**src/rtl/ops_seq_pkg.sv**
```systemverilog
`timescale 1ns/1ps
package ops_seq_pkg;

    typedef enum logic {
        SEQ_IDLE = 1'b0,
        SEQ_RUN  = 1'b1
    } seq_state_e;

    // Bits needed to index n items (at least 1).
    function automatic int unsigned idx_width(int unsigned n);
        return (n < 2) ? 1 : $clog2(n);
    endfunction

endpackage

```
**src/rtl/ops_phase_ctrl.sv**
```systemverilog
`timescale 1ns/1ps
module ops_phase_ctrl
    import ops_seq_pkg::*;
#(
    parameter int unsigned NPH = 8,
    localparam int unsigned PW = idx_width(NPH)
) (
    input  logic           clk,
    input  logic           rst,
    input  logic           start_i,
    input  logic [NPH-1:0] mask_i,
    input  logic           phase_done_i,
    input  logic           lock_i,
    input  logic           trip_i,
    output logic           run_o,
    output logic [PW-1:0]  ph_o,
    output logic           active_o,
    output logic           leave_o,
    output logic           finish_o,
    output logic           fresh_o,
    output logic           op_end_o
);

    seq_state_e     state_q;
    logic [PW-1:0]  ph_q;
    logic [NPH-1:0] mask_q;
    logic           fresh_q;
    logic           op_end_q;
    logic           running;
    logic           last_ph;

    assign running  = (state_q == SEQ_RUN);
    assign last_ph  = (ph_q == PW'(NPH - 1));
    assign active_o = running && mask_q[ph_q];
    // Disabled phase leaves at once; enabled phase leaves on request.
    assign leave_o  = running && (!mask_q[ph_q] || phase_done_i);
    assign finish_o = leave_o && last_ph;

    always_ff @(posedge clk) begin
        if (rst) begin
            state_q  <= SEQ_IDLE;
            ph_q     <= '0;
            mask_q   <= '0;
            fresh_q  <= 1'b0;
            op_end_q <= 1'b0;
        end else begin
            op_end_q <= 1'b0;
            if (!running) begin
                if (start_i && !lock_i) begin
                    state_q <= SEQ_RUN;
                    ph_q    <= '0;
                    mask_q  <= mask_i;
                    fresh_q <= 1'b1;
                end
            end else if (trip_i) begin
                state_q <= SEQ_IDLE;
                fresh_q <= 1'b0;
            end else if (leave_o) begin
                fresh_q <= 1'b1;
                if (last_ph) begin
                    state_q  <= SEQ_IDLE;
                    op_end_q <= 1'b1;
                end else begin
                    ph_q <= ph_q + PW'(1);
                end
            end else begin
                fresh_q <= 1'b0;
            end
        end
    end

    assign run_o    = running;
    assign ph_o     = ph_q;
    assign fresh_o  = fresh_q;
    assign op_end_o = op_end_q;

endmodule

```
**src/rtl/ops_step_counter.sv**
```systemverilog
`timescale 1ns/1ps
module ops_step_counter
    import ops_seq_pkg::*;
#(
    parameter int unsigned NST = 10,
    localparam int unsigned SW = idx_width(NST)
) (
    input  logic          clk,
    input  logic          rst,
    input  logic          clear_i,
    input  logic          adv_i,
    output logic [SW-1:0] st_o
);

    logic [SW-1:0] st_q;
    logic          at_top;

    assign at_top = (st_q == SW'(NST - 1));

    always_ff @(posedge clk) begin
        if (rst || clear_i) begin
            st_q <= '0;
        end else if (adv_i && !at_top) begin
            st_q <= st_q + SW'(1);
        end
    end

    assign st_o = st_q;

endmodule

```
**src/rtl/ops_watchdog.sv**
```systemverilog
`timescale 1ns/1ps
module ops_watchdog
    import ops_seq_pkg::*;
#(
    parameter int unsigned LIMIT = 4096,
    localparam int unsigned CW = idx_width(LIMIT)
) (
    input  logic clk,
    input  logic rst,
    input  logic run_i,
    input  logic finish_i,
    output logic trip_o,
    output logic lock_o
);

    logic [CW-1:0] cnt_q;
    logic          lock_q;

    // Final budgeted cycle reached without completing the operation.
    assign trip_o = run_i && (cnt_q == CW'(LIMIT - 1)) && !finish_i;

    always_ff @(posedge clk) begin
        if (rst || !run_i) begin
            cnt_q <= '0;
        end else begin
            cnt_q <= cnt_q + CW'(1);
        end
    end

    always_ff @(posedge clk) begin
        if (rst) begin
            lock_q <= 1'b0;
        end else if (trip_o) begin
            lock_q <= 1'b1;
        end
    end

    assign lock_o = lock_q;

endmodule

```
**src/rtl/op_phase_sequencer.sv**
```systemverilog
`timescale 1ns/1ps
module op_phase_sequencer
    import ops_seq_pkg::*;
#(
    parameter int unsigned NUM_PHASES     = 8,
    parameter int unsigned NUM_STEPS      = 10,
    parameter int unsigned TIMEOUT_CYCLES = 4096
) (
    input  logic                  clk,
    input  logic                  rst,
    input  logic                  start_i,
    input  logic [NUM_PHASES-1:0] phase_en_i,
    input  logic                  step_done_i,
    input  logic                  phase_done_i,
    output logic [NUM_PHASES-1:0] phase_o,
    output logic [NUM_STEPS-1:0]  step_o,
    output logic                  init_o,
    output logic                  phase_end_o,
    output logic                  op_end_o,
    output logic                  busy_o,
    output logic                  lock_o
);

    localparam int unsigned PW = idx_width(NUM_PHASES);
    localparam int unsigned SW = idx_width(NUM_STEPS);

    logic          run;
    logic [PW-1:0] ph;
    logic          active;
    logic          leave;
    logic          finish;
    logic          fresh;
    logic          trip;
    logic          locked;
    logic [SW-1:0] st;

    ops_phase_ctrl #(.NPH(NUM_PHASES)) u_ctrl (
        .clk          (clk),
        .rst          (rst),
        .start_i      (start_i),
        .mask_i       (phase_en_i),
        .phase_done_i (phase_done_i),
        .lock_i       (locked),
        .trip_i       (trip),
        .run_o        (run),
        .ph_o         (ph),
        .active_o     (active),
        .leave_o      (leave),
        .finish_o     (finish),
        .fresh_o      (fresh),
        .op_end_o     (op_end_o)
    );

    ops_step_counter #(.NST(NUM_STEPS)) u_step (
        .clk     (clk),
        .rst     (rst),
        .clear_i (leave || !run),
        .adv_i   (active && step_done_i && !phase_done_i),
        .st_o    (st)
    );

    ops_watchdog #(.LIMIT(TIMEOUT_CYCLES)) u_wdog (
        .clk      (clk),
        .rst      (rst),
        .run_i    (run),
        .finish_i (finish),
        .trip_o   (trip),
        .lock_o   (locked)
    );

    for (genvar g = 0; g < NUM_PHASES; g++) begin : g_phase_dec
        assign phase_o[g] = active && (ph == PW'(g));
    end

    for (genvar g = 0; g < NUM_STEPS; g++) begin : g_step_dec
        assign step_o[g] = active && (st == SW'(g));
    end

    assign init_o      = active && fresh;
    assign phase_end_o = active && phase_done_i;
    assign busy_o      = run;
    assign lock_o      = locked;

endmodule

```
**config.mk**
```make
export PLATFORM = sky130hd
export DESIGN_NAME = op_phase_sequencer
export DESIGN_NICKNAME = d
export VERILOG_FILES = /design/src/rtl/ops_seq_pkg.sv /design/src/rtl/ops_phase_ctrl.sv /design/src/rtl/ops_step_counter.sv /design/src/rtl/ops_watchdog.sv /design/src/rtl/op_phase_sequencer.sv
export SDC_FILE = /design/constraint.sdc
export NUM_CORES = 1
export LEC_CHECK = 0
export BUFFER_PORTS_ARGS = -buffer_cell sky130_fd_sc_hd__buf_4
export CORE_ASPECT_RATIO = 1.1
export CORE_MARGIN = 5
export CORE_UTILIZATION = 40
export CTS_BUF_LIST = sky130_fd_sc_hd__clkbuf_8 sky130_fd_sc_hd__clkbuf_16
export CTS_CLUSTER_DIAMETER = 50
export CTS_CLUSTER_SIZE = 16
export DETAILED_ROUTE_END_ITERATION = 8
export MAX_ROUTING_LAYER = met4
export PLACE_DENSITY = 0.63
export SLEW_MARGIN = 20
export SYNTH_ARGS = -nofsm -noshare
export SYNTH_HDL_FRONTEND = slang
export SYNTH_HIERARCHICAL = 1
export SYNTH_SLANG_ARGS = --single-unit
```
**constraint.sdc**
```tcl
create_clock -name clk -period 4.7 [get_ports clk]
set_clock_uncertainty 0.15 [all_clocks]
set_input_delay 0.94 -clock clk [delete_from_list [all_inputs] [get_ports clk]]
set_output_delay 0.94 -clock clk [all_outputs]
set_load 0.03 [all_outputs]
```
# ---- Word level (Yosys, flattened, before mapping)
# Cells that the tools add are included.
dict set report totals {
  input_bits 13
  word_cells 96
  register_bits 31
}
dict set report op_classes {
  n_bitwise 2
  addsub 3
  reduce_logical 45
  n_eq_ne 20
  magnitude_cmp 1
  muxes 17
}
# operator n
set op_table {}
lappend op_table {{1-bit logical AND} 29}
lappend op_table {{4-bit by 3-bit == test with 1-bit output, second input constant} 4}
lappend op_table {{3-bit 2-to-1 mux} 5}
lappend op_table {{12-bit by 1-bit adder with 12-bit output, second input constant} 1}
lappend op_table {{12-bit == test, second input constant} 1}
lappend op_table {{3-bit == test, second input constant} 4}
lappend op_table {{1-bit 2-to-1 mux} 11}
lappend op_table {{4-bit by 2-bit == test with 1-bit output, second input constant} 2}
lappend op_table {{4-bit == test, second input constant} 2}
lappend op_table {{3-bit by 2-bit == test with 1-bit output, second input constant} 2}
lappend op_table {{1-bit zero test} 6}
lappend op_table {{2-bit inequality test, second input constant} 3}
lappend op_table {{4-bit by 1-bit adder with 4-bit output, second input constant} 1}
lappend op_table {{4-bit by 1-bit == test with 1-bit output, second input constant} 1}
lappend op_table {{4-bit zero test} 1}
lappend op_table {{1-bit logical OR} 4}
lappend op_table {{3-bit by 4-bit less-than comparator with 1-bit output, second input constant} 1}
lappend op_table {{4-bit AND reduction} 1}
lappend op_table {{4-bit OR reduction} 1}
lappend op_table {{3-bit by 1-bit adder with 3-bit output, second input constant} 1}
lappend op_table {{1-bit binary-select mux with 3-bit select} 1}
lappend op_table {{3-bit by 1-bit == test with 1-bit output, second input constant} 1}
lappend op_table {{3-bit zero test} 1}
lappend op_table {{1-bit inverter} 2}
lappend op_table {{other kinds (2)} 2}

# ---- Longest topological paths before layout
dict set report depth {
  word_depth 10
  depth_mapped 10
}

# ---- Hierarchy
# The synthesis kept the hierarchy.
# mod n_inst area_per_inst_um2 cells_each seq_area_each_um2
set modules_own_cells {}
lappend modules_own_cells {ops_phase_ctrl 1 750.7 82 280.3}
lappend modules_own_cells {ops_watchdog 1 561.8 62 260.2}
lappend modules_own_cells {ops_step_counter 1 216.5 22 80.1}
lappend modules_own_cells {op_phase_sequencer 1 175.2 34 0.0}

# ---- Worst setup path after synthesis
# OpenSTA, ideal clock, no wires.
dict set report synth_path {
  kind {reg2out}
  start {register u_ctrl.ph_q[0], in the netlist u_ctrl/ph_o[0]}
  end {output port step_o[3]}
  arrival_time_ps 2848
  path_stages_with_launch 8
  n_path_buf 1
  setup_slack_ps 762
  path_cell_list {dfxtp_1 -> buf_6 -> mux2i_1 -> a22oi_2 -> nand2_1 -> a311oi_1 -> nand2_1 -> nor4b_1}
}
dict set report synth_via {
  elab_chain_cells 4
}
# item line
set synth_rtl {}
lappend synth_rtl {{from (decl)} ops_phase_ctrl.sv:25} ;# logic [PW-1:0] ph_q;
lappend synth_rtl {{from (signal assigned)} ops_phase_ctrl.sv:64} ;# ph_q <= ph_q + PW'(1);
lappend synth_rtl {{1-bit binary-select mux with 3-bit select} ops_phase_ctrl.sv:34} ;# assign active_o = running && mask_q[ph_q];
lappend synth_rtl {{1-bit 2-to-1 mux (not written as such)} ops_phase_ctrl.sv:34}
lappend synth_rtl {{1-bit logical AND} ops_phase_ctrl.sv:34}
lappend synth_rtl {{net active} op_phase_sequencer.sv:29} ;# logic active;
lappend synth_rtl {{1-bit logical AND} op_phase_sequencer.sv:76} ;# assign step_o[g] = active && (st == SW'(g));
lappend synth_rtl {{to (decl)} op_phase_sequencer.sv:16} ;# output logic [NUM_STEPS-1:0] step_o,
# The timed path passes the listed nets, and every way through them passes these cells. The select of a mux whose other input is x is not followed.

# ---- Worst setup path in the final report
# Ends and elaborated chain as after synthesis.

==> results.md <==
* Status: finished clean
* Mapped Nets at around 220
* Synth async-reset ratio at 0%
* I/O pin total at 36
* Total track usage at 14.1%
* Hold-fix buffers at CTS at 0
* Mapped Area at ~1700 µm²
* Vias per cell at between 5 and 6
* Slew @ Worst Pin at about 0.87 ns
* Largest net degree at the start of global routing at 25
* Max Fclk at 247 MHz
* Post-DP HPWL at around 2600 µm
* Starting density of the core at 40.4%
* Sequential share of the synthesized area at 36.4%
* Hold Vio Cnt, Final at 0
* Synth Register Bits at 31
* Hold Path Depth at 2
* Placed cell area at 2020 µm²
* Die area at between 5000 and 6000 µm²
* Critical Path Sink Type: output port
* CTS tree: done
* Cell-internal power at 439 µW
* Final setup fails at 0
* Post-cts sizing count at 0
* Setup_tns at 0 ns
* Total CTS buffers at 5
* Final nets at about 260
* Largest family of logic cells by synthesized area: simple AND/OR/NAND/NOR gates
* IO buf count at 35
* Synthesized instance count at 200
* Max Cap Viol at 0
* Prevailing post-synth register cell: dfxtp_1
* Area leader, netlist: dfxtp_1
* CP required at between 3 and 4 ns
* Largest fanout on the critical path at 12
* Comb pwr share at 12.9%
* R2R Setup Slk at ~1.4 ns
* Share of power burned in registers at a little under half
* Switching portion of total power at between 20% and 30%
* CP startpoint kind: flip-flop
* Most numerous cell in the Yosys netlist: nand2_1
* Hold path startpoint: u_ctrl/mask_q[6]
* Adder-cell share of the synthesized area at between 3 and 4%
* Drt pass-1 iters at 4
* Synth Area in Compound Gates at 16.3%
* Static Leakage at 0.000774 µW
* Hold Path Sink: u_ctrl/mask_q[6]
* Slew HR at 41.5%
* Synth top cells by count: 33 x nand2_1, 31 x dfxtp_1, 21 x nor2_1, 14 x a21oi_1, 10 x nand2b_1
* Post-Synth Simple-Gate Area at 32.3%
* Share of cells above drive strength 1 at ~25%
* Fin area at between 2000 and 2500 µm²
* Vias in the first global route at between 1000 and 1500
* Slew Limit Fails at 0
* Post-CTS setup buffer count at 0
* Placer Congestion at 0.802
* Synth cell types at 48
* RSZ-0062 raised after global routing: no
* Detailed Route WL at between 3000 and 4000 µm
* Number of synthesized flops with an enable pin at 0
* Hold Slack at between 0.3 and 0.4 ns
* Starting DRT DRC Count at 64
* Vias at 1506
* ANT cells at 0
* Die Y at roughly 78 µm
* Cells after DPL at approximately 290
* Drt wl/cell at between 10 and 15 µm
* R2R Path End: u_step/st_o[0]
* H-tree lvl count at 2
* Layout Cells excl Fill at 294
* Setup CP Type: reg2out
* Core area at roughly 4200 µm²
* Avg Cell Area, Syn at about 8.5 µm²
* GRT overflow at 0
* Detail Route Antenna Nets at 0
* Mux cell area share after synthesis at just under 6%
* Crit path arrival time at about 3.0 ns
* Clk sink count at 31
* Leading post-synthesis cells by cell area: dfxtp_1 36%, nand2_1 7.3%, nor2_1 4.6%
* Clock buffer depth at 2
* Clock-pin slew on the worst setup and hold paths at approximately 0.070 ns
* Root buffer cell: clkbuf_8
* Rows at 25
* Reg2Reg Depth at 9
* Clk network pwr share at 39.4%
* Die W at between 70 and 80 µm
* YS warnings at 6
* Post-route DRC at 0
* Initial antenna violation count at 0
* Area grow syn2layout at 24.6%
* First-pass GRT wire length at ~6300 µm
* Hold crit path type: reg2reg
* Final period util at between 80 and 90%
* Pwr dens at around 280 nW/µm²
* Clk_lat worst skew at between 0.2 and 0.3 ns
* Fin crit period at 4.05 ns
* Area share of the largest cell type after synthesis at between 30% and 40%
* Maximum vdd drop at 0.168 mV
* Switch Pwr at around 150 µW
* XOR/XNOR Fraction of Synth Area at under 10%
* Reg2reg start: u_ctrl/ph_o[0]
==> how the worst max path moves through the flow <==
stage	slack, ns	cells past startpoint	from	to
floorplan	0.76	7	u_ctrl/ph_o[0]	step_o[3]
global placement	1.04	7	u_ctrl/ph_o[0]	step_o[3]
detailed placement	0.94	7	u_ctrl/ph_o[0]	step_o[3]
CTS	0.62	7	u_ctrl/ph_o[0]	step_o[3]
global route	0.32	7	u_ctrl/ph_o[0]	step_o[3]
finish	0.65	7	u_ctrl/ph_o[0]	step_o[3]
==> routing by layer <==
metal  vias to the layer above  GRT usage (%)  part of all wire (%)
met1                       683           17.1                    50
met4                         0           5.08                   1.4
li1                        786              -                     -
met3                         6           4.48                   5.8
met2                        31           21.7                    43
met5                         -              -                     0
==> flip-flops by register name, indices dropped and copies added (netlist names) <==
| register | count |
|---|---|
| u_ctrl/fresh_o | 1 |
| u_ctrl/mask_q | 8 |
| u_ctrl/op_end_o | 1 |
| u_ctrl/ph_o | 3 |
| u_ctrl/run_o | 1 |
| u_step/st_o | 4 |
| u_wdog/cnt_q | 12 |
| u_wdog/lock_o | 1 |
==> cells in the final DEF (no fill, tap or decap), types with 3 or more instances in the layout <==
cell type  count
nand2_1       33
mux2i_1        7
nor2_1        21
and2_1         5
or4_1          3
o31ai_1        3
clkbuf_8       7
inv_1          6
nor4_1         4
nand3b_1       3
nor3_1         7
o21a_1         3
nand3_1        3
nand2b_1      10
buf_4         37
xor2_1         3
or3_1          3
dfxtp_1       31
a21oi_1       14
ha_1           5
==> area by class of cell <==
class                   count  area, µm²
flip-flops and latches     31        621
well taps                  54       67.6
multi-input cells         157       1030
clock buffers               7       96.3
clock inverters             1       7.51
repair buffers             37        278
fillers                   428       2100
inverters                   7       27.5
==> power groups by stage <==
stage / Clock, µW / Sequential (µW) / Combinational, µW
detailed placement: 0 / 289 / 76.8
global route: 255 / 285 / 84.5
finish: 233 / 283 / 76.2
CTS: 244 / 283 / 77.0
floorplan: 0 / 286 / 56.7
global placement: 0 / 289 / 76.0
==> metrics by stage <==
| stage | total power, µW | setup WS [ns] | util, % |
|---|---|---|---|
| floorplan | 343 | 0.762 | - |
| global placement | 365 | 1.04 | 47.8 |
| detailed placement | 366 | 0.943 | 47.8 |
| CTS | 604 | 0.619 | 50.3 |
| global route | 624 | 0.315 | 50.3 |
| finish | 592 | 0.652 | 50.3 |
==> worst max-delay path, cell delays in order (launching register included) <==
cell,delay (ns)
dfxtp_1,0.60
mux2i_1,0.16
a22oi_2,0.35
nand2_1,0.09
a311oi_1,0.73
nand2_1,0.23
nor4b_1,0.30
buf_4,0.21
==> cell families (layout without fill, tap and decap cells) <==
family	after synthesis	count (layout)
adders and majority gates	5	5
AOI/OAI and AO/OA	35	35
muxes	9	9
DFF	31	31
and+or+nand+nor	104	104
xor gates and xnor gates	4	4
buffers and inverters	12	52
Note: power is estimated with default switching activity, not from simulation.
